**src/rtl/cmp_timer_pkg.sv**
```systemverilog
`timescale 1ns/100ps
package cmp_timer_pkg;
   localparam int BYTE_W   = 8;
   localparam int NUM_SLOT = 4;
   localparam int FLAG_W   = 6;
   localparam int OVF_BIT  = 4;

   localparam logic [3:0] ADR_CTRL   = 4'd0;
   localparam logic [3:0] ADR_MODE   = 4'd1;
   localparam logic [3:0] ADR_IO_AB  = 4'd2;
   localparam logic [3:0] ADR_IO_CD  = 4'd3;
   localparam logic [3:0] ADR_IEN    = 4'd4;
   localparam logic [3:0] ADR_STAT   = 4'd5;
   localparam logic [3:0] ADR_CNT_HI = 4'd6;
   localparam logic [3:0] ADR_CNT_LO = 4'd7;
   localparam logic [3:0] ADR_SLOT0  = 4'd8;

   typedef enum logic [1:0] {PIN_KEEP, PIN_LOW, PIN_HIGH, PIN_FLIP} pin_act_e;

   function automatic logic is_capture(input logic [3:0] c);
      return (c == 4'd8) || (c == 4'd9) || (c == 4'd10);
   endfunction

   function automatic logic has_init(input logic [3:0] c);
      return !c[3] && (c[1:0] != 2'd0);
   endfunction

   function automatic pin_act_e match_action(input logic [3:0] c);
      if (has_init(c)) return pin_act_e'(c[1:0]);
      return PIN_KEEP;
   endfunction
endpackage

```
**src/rtl/cmp_timer_prescaler.sv**
```systemverilog
`timescale 1ns/100ps
module cmp_timer_prescaler #(
   parameter int PRE_W    = 6,
   parameter int NUM_TAPS = 4
) (
   input  logic       clk,
   input  logic       rst_n,
   input  logic       run,
   input  logic [2:0] sel,
   output logic       tick
);
   localparam int MAX_TAPS = 4;

   if (PRE_W < 2 * (NUM_TAPS - 1)) begin : g_bad_width
      $error("prescaler counter too narrow for the highest tap");
   end
   if (NUM_TAPS < 1 || NUM_TAPS > MAX_TAPS) begin : g_bad_taps
      $error("NUM_TAPS must be 1..4");
   end

   logic [PRE_W-1:0]    pcnt_q;
   logic [MAX_TAPS-1:0] tap_hit;

   for (genvar t = 0; t < MAX_TAPS; t++) begin : g_tap
      if (t == 0) begin : g_div1
         assign tap_hit[t] = 1'b1;
      end else if (t < NUM_TAPS) begin : g_divn
         assign tap_hit[t] = &pcnt_q[2*t-1:0];
      end else begin : g_none
         assign tap_hit[t] = 1'b0;
      end
   end

   always_ff @(posedge clk or negedge rst_n) begin
      if (!rst_n)   pcnt_q <= '0;
      else if (run) pcnt_q <= pcnt_q + 1'b1;
      else          pcnt_q <= '0;
   end

   assign tick = run && !sel[2] && tap_hit[sel[1:0]];
endmodule

```
**src/rtl/cmp_timer_slot.sv**
```systemverilog
`timescale 1ns/100ps
module cmp_timer_slot
   import cmp_timer_pkg::*;
#(
   parameter int WORD_W = 16
) (
   input  logic              clk,
   input  logic              rst_n,
   input  logic [3:0]        code,
   input  logic              code_wr,
   input  logic [3:0]        new_code,
   input  logic              tick,
   input  logic [WORD_W-1:0] cnt,
   input  logic              wr_hi,
   input  logic              wr_lo,
   input  logic [BYTE_W-1:0] wdata,
   input  logic              cap_in,
   output logic [WORD_W-1:0] val,
   output logic              match,
   output logic              cap_ev,
   output logic              pin
);
   localparam int HALF = WORD_W / 2;

   if (WORD_W != 2 * BYTE_W) begin : g_bad_word
      $error("slot word must be two bus bytes");
   end

   logic [WORD_W-1:0] val_q;
   logic              prev_q;
   logic              pin_q;
   logic              rise, fall, cap_mode;

   assign cap_mode = is_capture(code);
   assign rise     = cap_in && !prev_q;
   assign fall     = !cap_in && prev_q;
   assign cap_ev   = ((code == 4'd8) && rise) || ((code == 4'd9) && fall)
                   || ((code == 4'd10) && (rise || fall));
   assign match    = tick && !cap_mode && (cnt == val_q);

   always_ff @(posedge clk or negedge rst_n) begin
      if (!rst_n) begin
         val_q  <= '0;
         prev_q <= 1'b0;
         pin_q  <= 1'b0;
      end else begin
         prev_q <= cap_in;
         if (wr_hi) val_q[WORD_W-1:HALF] <= wdata;
         if (wr_lo) val_q[HALF-1:0]      <= wdata;
         if (!wr_hi && !wr_lo && cap_ev) val_q <= cnt;
         if (code_wr) begin
            if (has_init(new_code)) pin_q <= new_code[2];
         end else if (match) begin
            case (match_action(code))
               PIN_LOW:  pin_q <= 1'b0;
               PIN_HIGH: pin_q <= 1'b1;
               PIN_FLIP: pin_q <= !pin_q;
               default:  pin_q <= pin_q;
            endcase
         end
      end
   end

   assign val = val_q;
   assign pin = pin_q;

   a_r7_capture_loads: assert property (@(posedge clk) disable iff (!rst_n)
      (cap_ev && !wr_hi && !wr_lo) |=> (val_q == $past(cnt)));
   a_r8_pin_quiet: assert property (@(posedge clk) disable iff (!rst_n)
      (!code_wr && !match) |=> $stable(pin_q));
endmodule

```
**src/rtl/cmp_timer_channel.sv**
```systemverilog
`timescale 1ns/100ps
module cmp_timer_channel
   import cmp_timer_pkg::*;
#(
   parameter int RUN_W      = 8,
   parameter int CHAN_IDX   = 0,
   parameter int PRE_W      = 6,
   parameter int CAP_STAGES = 0
) (
   input  logic                clk,
   input  logic                rst_n,
   input  logic [RUN_W-1:0]    run_vec,
   input  logic                wr_en,
   input  logic                rd_en,
   input  logic [3:0]          addr,
   input  logic [BYTE_W-1:0]   wdata,
   output logic [BYTE_W-1:0]   rdata,
   input  logic [NUM_SLOT-1:0] cap_in,
   output logic [NUM_SLOT-1:0] cmp_pin,
   output logic                irq
);
   localparam int WORD_W = 2 * BYTE_W;

   if (CHAN_IDX < 0 || CHAN_IDX >= RUN_W) begin : g_bad_idx
      $error("CHAN_IDX outside the start vector");
   end
   if (CAP_STAGES < 0) begin : g_bad_sync
      $error("CAP_STAGES must not be negative");
   end

   logic [BYTE_W-1:0]   ctrl_q, mode_q, io_ab_q, io_cd_q, ien_q;
   logic [FLAG_W-1:0]   status_q, armed_q, flag_set, flag_clr;
   logic [WORD_W-1:0]   cnt_q;
   logic [WORD_W-1:0]   slot_val [NUM_SLOT];
   logic [NUM_SLOT-1:0] match, cap_ev, cap_s;
   logic                run, tick, clr_hit, cnt_wr, stat_wr, stat_rd, ovf_ev;

   assign run     = run_vec[CHAN_IDX];
   assign cnt_wr  = wr_en && (addr == ADR_CNT_HI || addr == ADR_CNT_LO);
   assign stat_wr = wr_en && (addr == ADR_STAT);
   assign stat_rd = rd_en && !wr_en && (addr == ADR_STAT);

   if (CAP_STAGES == 0) begin : g_cap_direct
      assign cap_s = cap_in;
   end else begin : g_cap_sync
      logic [NUM_SLOT-1:0] sync_q [CAP_STAGES];
      always_ff @(posedge clk or negedge rst_n) begin
         if (!rst_n) begin
            for (int s = 0; s < CAP_STAGES; s++) sync_q[s] <= '0;
         end else begin
            sync_q[0] <= cap_in;
            for (int s = 1; s < CAP_STAGES; s++) sync_q[s] <= sync_q[s-1];
         end
      end
      assign cap_s = sync_q[CAP_STAGES-1];
   end

   cmp_timer_prescaler #(.PRE_W(PRE_W), .NUM_TAPS(4)) u_pre (
      .clk(clk), .rst_n(rst_n), .run(run), .sel(ctrl_q[2:0]), .tick(tick));

   for (genvar i = 0; i < NUM_SLOT; i++) begin : g_slot
      localparam logic [3:0] IO_ADR  = (i < 2) ? ADR_IO_AB : ADR_IO_CD;
      localparam logic [3:0] HI_ADR  = ADR_SLOT0 + 4'(2 * i);
      localparam logic [3:0] LO_ADR  = ADR_SLOT0 + 4'(2 * i + 1);
      logic [3:0] code, new_code;
      logic       code_wr;
      if (i % 2 == 0) begin : g_low_nib
         assign code     = (i < 2) ? io_ab_q[3:0] : io_cd_q[3:0];
         assign new_code = wdata[3:0];
      end else begin : g_high_nib
         assign code     = (i < 2) ? io_ab_q[7:4] : io_cd_q[7:4];
         assign new_code = wdata[7:4];
      end
      assign code_wr = wr_en && (addr == IO_ADR);

      cmp_timer_slot #(.WORD_W(WORD_W)) u_slot (
         .clk(clk), .rst_n(rst_n), .code(code), .code_wr(code_wr),
         .new_code(new_code), .tick(tick), .cnt(cnt_q),
         .wr_hi(wr_en && (addr == HI_ADR)), .wr_lo(wr_en && (addr == LO_ADR)),
         .wdata(wdata), .cap_in(cap_s[i]), .val(slot_val[i]),
         .match(match[i]), .cap_ev(cap_ev[i]), .pin(cmp_pin[i]));
   end

   always_comb begin
      case (ctrl_q[7:5])
         3'd1:    clr_hit = match[0];
         3'd2:    clr_hit = match[1];
         3'd5:    clr_hit = match[2];
         3'd6:    clr_hit = match[3];
         default: clr_hit = 1'b0;
      endcase
   end

   assign ovf_ev   = tick && !clr_hit && !cnt_wr && (cnt_q == '1);
   assign flag_set = {1'b0, ovf_ev, cap_ev | match};
   assign flag_clr = stat_wr ? (armed_q & ~wdata[FLAG_W-1:0]) : '0;

   always_ff @(posedge clk or negedge rst_n) begin
      if (!rst_n) begin
         ctrl_q   <= '0;
         mode_q   <= '0;
         io_ab_q  <= '0;
         io_cd_q  <= '0;
         ien_q    <= '0;
         status_q <= '0;
         armed_q  <= '0;
         cnt_q    <= '0;
      end else begin
         if (wr_en) begin
            case (addr)
               ADR_CTRL:  ctrl_q  <= wdata;
               ADR_MODE:  mode_q  <= wdata;
               ADR_IO_AB: io_ab_q <= wdata;
               ADR_IO_CD: io_cd_q <= wdata;
               ADR_IEN:   ien_q   <= wdata;
               default: ;
            endcase
         end
         if (cnt_wr) begin
            if (addr == ADR_CNT_HI) cnt_q[WORD_W-1:BYTE_W] <= wdata;
            else                    cnt_q[BYTE_W-1:0]      <= wdata;
         end else if (tick) begin
            cnt_q <= clr_hit ? '0 : cnt_q + 1'b1;
         end
         status_q <= (status_q & ~flag_clr) | flag_set;
         if (stat_wr)      armed_q <= '0;
         else if (stat_rd) armed_q <= armed_q | status_q;
      end
   end

   always_comb begin
      rdata = '0;
      case (addr)
         ADR_CTRL:   rdata = ctrl_q;
         ADR_MODE:   rdata = mode_q;
         ADR_IO_AB:  rdata = io_ab_q;
         ADR_IO_CD:  rdata = io_cd_q;
         ADR_IEN:    rdata = ien_q;
         ADR_STAT:   rdata = {{(BYTE_W-FLAG_W){1'b0}}, status_q};
         ADR_CNT_HI: rdata = cnt_q[WORD_W-1:BYTE_W];
         ADR_CNT_LO: rdata = cnt_q[BYTE_W-1:0];
         default: begin
            for (int i = 0; i < NUM_SLOT; i++) begin
               if (addr == ADR_SLOT0 + 4'(2 * i))     rdata = slot_val[i][WORD_W-1:BYTE_W];
               if (addr == ADR_SLOT0 + 4'(2 * i + 1)) rdata = slot_val[i][BYTE_W-1:0];
            end
         end
      endcase
   end

   assign irq = |(status_q & ien_q[FLAG_W-1:0]);

   a_r2_hold_when_stopped: assert property (@(posedge clk) disable iff (!rst_n)
      (!run && !cnt_wr) |=> $stable(cnt_q));
   a_r3_overflow_flag: assert property (@(posedge clk) disable iff (!rst_n)
      (tick && !clr_hit && !cnt_wr && cnt_q == '1) |=> status_q[OVF_BIT]);
   a_r4_clear_to_zero: assert property (@(posedge clk) disable iff (!rst_n)
      (tick && clr_hit && !cnt_wr) |=> (cnt_q == '0));
   a_r6_flags_sticky: assert property (@(posedge clk) disable iff (!rst_n)
      !stat_wr |=> ((status_q & $past(status_q)) == $past(status_q)));
   a_r9_irq_masked: assert property (@(posedge clk) disable iff (!rst_n)
      (ien_q[FLAG_W-1:0] == '0) |-> !irq);
   a_r10_write_wins: assert property (@(posedge clk) disable iff (!rst_n)
      (wr_en && addr == ADR_CNT_LO) |=> (cnt_q[BYTE_W-1:0] == $past(wdata)));
endmodule

```
**config.mk**
```make
export PLATFORM = sky130hd
export DESIGN_NAME = cmp_timer_channel
export DESIGN_NICKNAME = d
export VERILOG_FILES = /design/src/rtl/cmp_timer_pkg.sv /design/src/rtl/cmp_timer_prescaler.sv /design/src/rtl/cmp_timer_slot.sv /design/src/rtl/cmp_timer_channel.sv
export SDC_FILE = /design/constraint.sdc
export NUM_CORES = 1
export LEC_CHECK = 0
export ABC_AREA = 1
export BUFFER_PORTS_ARGS = -buffer_cell sky130_fd_sc_hd__buf_2
export CAP_MARGIN = 20
export CORE_MARGIN = 4
export CORE_UTILIZATION = 60
export CTS_BUF_LIST = sky130_fd_sc_hd__clkbuf_8
export CTS_CLUSTER_SIZE = 28
export DETAILED_ROUTE_END_ITERATION = 6
export GPL_TIMING_DRIVEN = 1
export PLACE_DENSITY = 0.78
export SYNTH_ARGS = -nofsm -noshare
export SYNTH_HDL_FRONTEND = slang
export SYNTH_HIERARCHICAL = 1
export SYNTH_SLANG_ARGS = --single-unit
```
**constraint.sdc**
```tcl
create_clock -name clk -period 7.9 [get_ports clk]
set_input_delay 1.185 -clock clk [delete_from_list [all_inputs] [get_ports clk]]
set_output_delay 1.185 -clock clk [all_outputs]
set_load 0.02 [all_outputs]
```
# [Word-level counts from Yosys, hierarchy flattened]
# Cells that the tools add are included.
[totals] ff_bits=146 input_bits=28 out_inout_bits=13 elab_cells=322
[classes] n_addsub=2 n_lt_le_gt_ge=1 n_eq_ne=54 mux=75 bitwise=8 n_reduce_logical=156
[ops] cell="8-bit two-way mux" n=18
[ops] cell="16-bit two-way mux" n=7
[ops] cell="4-bit == test, second input constant" n=20
[ops] cell="16-bit == test" n=4
[ops] cell="8-bit one-hot mux with 8 select lines" n=1
[ops] cell="1-bit logical AND" n=61
[ops] cell="2-bit nonzero test" n=20
[ops] cell="1-bit logical NOT" n=34
[ops] cell="2-bit two-way mux" n=16
[ops] cell="6-bit two-way mux" n=4
[ops] cell="1-bit two-way mux" n=23
[ops] cell="1-bit logical OR" n=21
[ops] cell="6-bit AND" n=3
[ops] cell="16-bit by 1-bit adder with 16-bit output, second input constant" n=1
[ops] cell="16-bit == test, second input constant" n=1
[ops] cell="2-bit == test, second input constant" n=8
[ops] cell="4-bit by 3-bit == test with 1-bit output, second input constant" n=4
[ops] cell="2-bit AND reduction" n=8
[ops] cell="4-bit nonzero test" n=4
[ops] cell="6-bit NOT" n=2
[ops] cell="1-bit one-hot mux with 3 select lines" n=4
[ops] cell="3-bit AND reduction" n=4
[ops] cell="2-bit by 1-bit inequality test with 1-bit output, second input constant" n=5
[ops] cell="2-bit by 1-bit == test with 1-bit output, second input constant" n=4
[ops] cell="17 further kinds" n=19

# [Logic depth before layout (Yosys ltp)]
[logic_depth] ltp_word=15 ltp_mapped=18 depth_no_buf=18

# [Hierarchy]
# Netlist, hierarchy kept.
[modules_own_cells] mod="cmp_timer_slot" instances=4 cells_each=250 area_per_inst_um2=1706.6 seq_area_each_um2=450.4
[modules_own_cells] mod="cmp_timer_channel" instances=1 cells_each=655 area_per_inst_um2=4431.8 seq_area_each_um2=1701.6
[modules_own_cells] mod="cmp_timer_prescaler" instances=1 cells_each=37 area_per_inst_um2=295.3 seq_area_each_um2=150.1

# [Least setup slack after synthesis]
# OpenSTA, ideal clock, no wires.
[synth_path] path_kind="input-to-reg" from="input run_vec[0]" to="register cnt_q[11]" setup_time_ns=0.113 t_arrival_ns=3.286 t_required_ns=7.787 setup_slack_ns=4.501 stages=17 path_buffers=0 cell_sequence="inv_1 > nor2_1 > o21ai_0 > a21oi_1 > nand2_1 > nor4_1 > nand3_1 > nor2_1 > nand2_1 > nand3_1 > nand3_1 > nand2_1 > inv_2 > nand2_1 > nand3_1 > nand2_1 > inv_1"
[synth_between] elab_chain_len=8 word_cells_on_any_way=16 cone_classes="mux (4); reduce/logical (12)"
[synth_rtl] item="from (decl)" line_no="cmp_timer_channel.sv:12" rtl="input logic [RUN_W-1:0] run_vec,"
[synth_rtl] item="1-bit logical AND (2 in series)" line_no="cmp_timer_prescaler.sv:40" rtl="assign tick = run && !sel[2] && tap_hit[sel[1:0]];"
[synth_rtl] item="net tick" line_no="cmp_timer_channel.sv:36" rtl="logic run, tick, clr_hit, cnt_wr, stat_wr, stat_rd, ovf_ev;"
[synth_rtl] item="1-bit logical AND (2 in series)" line_no="cmp_timer_slot.sv:39" rtl="assign match = tick && !cap_mode && (cnt == val_q);"
[synth_rtl] item="net match[3]" line_no="cmp_timer_channel.sv:35" rtl="logic [NUM_SLOT-1:0] match, cap_ev, cap_s;"
[synth_rtl] item="1-bit one-hot mux with 4 select lines" line_no="cmp_timer_channel.sv:85" rtl="case (ctrl_q[7:5])"
[synth_rtl] item="16-bit two-way mux" line_no="cmp_timer_channel.sv:123" rtl="cnt_q <= clr_hit ? '0 : cnt_q + 1'b1;"
[synth_rtl] item="16-bit two-way mux" line_no="cmp_timer_channel.sv:122" rtl="end else if (tick) begin"
[synth_rtl] item="16-bit two-way mux" line_no="cmp_timer_channel.sv:119" rtl="if (cnt_wr) begin"
[synth_rtl] item="to (signal, indexed assignment)" line_no="cmp_timer_channel.sv:120" rtl="if (addr == ADR_CNT_HI) cnt_q[WORD_W-1:BYTE_W] <= wdata;"
[synth_rtl] item="to (signal, indexed assignment)" line_no="cmp_timer_channel.sv:121" rtl="else cnt_q[BYTE_W-1:0] <= wdata;"
[synth_rtl] item="to (signal assigned)" line_no="cmp_timer_channel.sv:123"
[synth_rtl] item="to (decl)" line_no="cmp_timer_channel.sv:33" rtl="logic [WORD_W-1:0] cnt_q;"
# The timed path passes the listed nets, and every way through them passes these cells. The select of a mux whose other input is x is not followed.
# A chain may end at the register's enable or synchronous reset.

# [Worst setup path after layout]
[layout_path] from="input addr[2]" to="output rdata[0]"
[layout_between] elab_chain_len=10 word_cells_on_any_way=25 cone_classes="eq/ne (15); mux (9); reduce/logical (1)"
[layout_rtl] item="from (decl)" line_no="cmp_timer_channel.sv:15" rtl="input logic [3:0] addr,"
[layout_rtl] item="4-bit == test" line_no="cmp_timer_channel.sv:144" rtl="if (addr == ADR_SLOT0 + 4'(2 * i)) rdata = slot_val[i][WORD_W-1:BYTE_W];"
[layout_rtl] item="8-bit two-way mux" line_no="cmp_timer_channel.sv:144"
[layout_rtl] item="8-bit two-way mux" line_no="cmp_timer_channel.sv:145" rtl="if (addr == ADR_SLOT0 + 4'(2 * i + 1)) rdata = slot_val[i][BYTE_W-1:0];"
[layout_rtl] item="8-bit two-way mux" line_no="cmp_timer_channel.sv:144"
[layout_rtl] item="8-bit two-way mux" line_no="cmp_timer_channel.sv:145"
[layout_rtl] item="8-bit two-way mux" line_no="cmp_timer_channel.sv:144"
[layout_rtl] item="8-bit two-way mux" line_no="cmp_timer_channel.sv:145"
[layout_rtl] item="8-bit two-way mux" line_no="cmp_timer_channel.sv:144"
[layout_rtl] item="8-bit two-way mux" line_no="cmp_timer_channel.sv:145"
[layout_rtl] item="8-bit one-hot mux with 8 select lines (*)" line_no="cmp_timer_channel.sv:133" rtl="case (addr)"
[layout_rtl] item="to (decl)" line_no="cmp_timer_channel.sv:17" rtl="output logic [BYTE_W-1:0] rdata,"
# Every way passes the cells marked *; elsewhere a longest branch is shown, timed or not.

==> reports/results.tsv <==
stage	metric	value	unit
routing	DRC Markers	0	
power_and_ir_drop	Tot Pwr	3.99	mW
cells_and_area	share of cells above drive strength 1	0.145	
routing	Iteration-0 DRC Markers	1322	
cells_and_area	commonest non-fill, non-tap cell in the layout	nand2_1	
die	Die W	147	µm
critical_path	Critical path origin	addr[2]	
critical_path	Critical Path RT	6.71	ns
place	Final Wtd Congestion	1.00	
die	Core Region	0.0188	mm²
die	row count	50	
worst_hold_path	hold depth	1	
yosys	flops & latches, synth	146	
power_and_ir_drop	Lkg Pwr	6.52	nW
status	status	finished, final reports clean	
die	die area	0.0215	mm²
cts	Clk Tree Root Cell	clkbuf_8	
yosys	Seq/Total Area, Yosys	0.316	
yosys	synth unique cells	42	
cts	CTS tree	done	
yosys	Synth area leaders	dfrtp_1 32%, nand2_1 18%, inv_1 9.1%	
die	Ports	41	
cts	Clock Pin Slew Worst Setup and Hold Paths	0.08	ns
timing	Hold Slack	0.462	ns
critical_path	crit path DAT	3.09	ns
critical_path	critical path capture point type	primary output	
place	pre-CTS setup slack	3.57	ns
global_routing	largest net degree at the start of global routing	75	
yosys	area leader, netlist	dfrtp_1	
flow_run	maximum capacitance violations	0	
timing	period utilization	0.541	
timing	Slew HR	0.310	
timing	Fmax achieved	234	MHz
cells_and_area	most frequent cells in the layout	564 x nand2_1, 279 x inv_1, 198 x nor2_1, 146 x dfrtp_1, 86 x nand3_1	
routing	routed len/inst	18.7	µm
yosys	Syn Nets	1740	
cells_and_area	Nets	1765	
timing	unrepaired setup endpoints after global routing	no	
global_routing	initial antenna violation count	0	
critical_path	startpoint types	input pin	
cells_and_area	synthesis-to-layout area growth	5.72	%
yosys	FFs w/ async S/R, synth	1.00	
timing	Tmin final	4.27	ns
timing	Fin Setup TNS	0	ns
routing	Vias/cell	5.77	
yosys	Mapped Cells	1692	
yosys	synthesized area per cell	6.83	µm²
die	Die Ht	147	µm
routing	final wirelength	37.3	mm
cts	Post-CTS Resized	0	
global_routing	Tot GR Track Use	0.346	
place	# port buffers	33	
routing	DRT antenna net count	0	
cts	postcts setup bufs	0	
yosys	Post-Synthesis Cell Area	0.0116	mm²
place	hpwl dp	27.2	mm
routing	Initial DRT Pass Iterations	6	
cells_and_area	antenna cells	0	
routing	Vias	11483	
timing	setup-violating endpoint count in the final report	0	
timing	Final Worst Setup Slack	3.63	ns
die	Initial Util	0.614	
critical_path	reg2reg setup slack	4.34	ns
yosys	Ys Warns	6	
critical_path	CP Class	in2out	
cts	clock tree buffer depth	2	
cts	clock sinks	146	
worst_hold_path	Hold Path Class	reg2reg	
cts	CTS Hold Bufs	0	
critical_path	Crit Reg-Reg Startpoint	u_pre/pcnt_q[0]	
timing	max-slew violations	0	
cts	Clock Latency Late Sink	0.47	ns
cts	total CTS buffers	17	
yosys	share of the synthesized area in the top cell type	0.316	
yosys	Synth Flop Type	dfrtp_1	
cells_and_area	Final Non-Filler Cells	1989	
timing	clk_skew	0.0190	ns
global_routing	GRT overflow	0	
timing	Worst Max-Slew Pin Slew	1.04	ns
worst_hold_path	worst min-delay path startpoint	armed_q[5]	
place	post-placement cell count	1958	
critical_path	CP Max Fanout	12	
critical_path	Reg2Reg Capture Point	cnt_q[8]	
worst_hold_path	worst min-delay path endpoint	status_q[5]	
yosys	EDFF count, synth	0	
power_and_ir_drop	worst vdd ir	0.000225	V
cts	H-tree depth	4	
global_routing	global-route wire length before repair	58.4	mm
global_routing	number of global-route vias before repair	10700	
critical_path	FF-to-FF path depth	19	
timing	Final Hold Vio Count	0	
power_and_ir_drop	Power Dens Cells	326	mW/mm²
## worst max-delay path, stage by stage
cell and delay [ns]:
buf_2 0.20, nand2_1 0.22, nor2_2 0.58, inv_1 0.20, or2_2 0.34, nand2_1 0.12
nand2_1 0.07, buf_2 0.16
## area by class of cell
| cell class | count | area [µm²] |
|---|---|---|
| clock inverters | 14 | 169 |
| fillers | 1736 | 6620 |
| repair buffers | 37 | 201 |
| flip-flops and latches | 146 | 3650 |
| multi-input cells | 1222 | 6530 |
| well taps | 260 | 325 |
| inverters | 293 | 1100 |
| clock buffers | 17 | 234 |
## cell families after synthesis
group / after synthesis / synth area share
AOI/OAI and AO/OA: 184 / 0.139
xor gates and xnor gates: 1 / 0.000758
adders and majority gates: 20 / 0.0217
buffers and inverters: 324 / 0.119
DFF: 146 / 0.316
and+or+nand+nor: 1017 / 0.404
## layer usage
metal / routed length [µm] / global-route usage / vias to the layer above
met4: 2070 / 0.176 / 0
met2: 16900 / 0.552 / 571
met3: 3330 / 0.0595 / 137
li1: - / - / 5447
met1: 15000 / 0.456 / 5328
met5: 0 / 0 / -
## stage by stage
stage | utilization | instance area, µm²
6_report | 0.649 | 12200
2_1_floorplan | - | 11600
5_1_grt | 0.649 | 12200
4_1_cts | 0.649 | 12200
3_3_place_gp | 0.627 | 11800
3_5_place_dp | 0.627 | 11800
## how the worst max path moves through the flow
stage,end,slack [ns],cells after the start
floorplan,cnt_q[11],4.50,17
CTS,rdata[0],3.71,8
finish,rdata[0],3.63,8
global placement,g_slot[0].u_slot/val[12],3.69,8
detailed placement,g_slot[0].u_slot/val[12],3.57,8
global route,rdata[0],3.54,8
## cell usage after synthesis (2+ instances only)
cell type,count
a21oi_1,31
a22oi_1,2
a31oi_1,3
and2_1,2
buf_2,11
buf_6,18
dfrtp_1,146
ha_1,20
inv_1,279
inv_2,11
inv_4,2
nand2_1,564
nand2_2,12
nand2_4,5
nand3_1,86
nand3_2,56
nand3_4,4
nand4_1,29
nor2_1,198
nor2_2,10
nor2_4,9
nor3_1,17
nor4_1,18
o2111ai_1,6
o211ai_1,5
o211ai_2,12
o21ai_0,44
o21ai_1,12
o21ai_2,10
o21bai_1,3
o221ai_2,48
o31ai_1,6
or2_0,3
or2_2,2
## power by group
part | total [mW] | internal [mW] | leakage [nW] | switching (mW)
logic | 1.84 | 0.664 | 4.52 | 1.18
clock network | 0.628 | 0.291 | 0.203 | 0.337
registers | 1.52 | 0.996 | 1.80 | 0.519
total | 3.99 | 1.95 | 6.52 | 2.04
## flip-flops by register name (all words and copies together) (netlist names)
signal and flops:
g_slot.u_slot/prev_q 4, u_pre/pcnt_q 6, ctrl_q 8, g_slot.u_slot/val 64, ien_q 8, status_q 6, cnt_q 16, io_ab_q 8
mode_q 8, io_cd_q 8, armed_q 6, g_slot.u_slot/pin 4
Note: power is estimated with default switching activity, not from simulation.
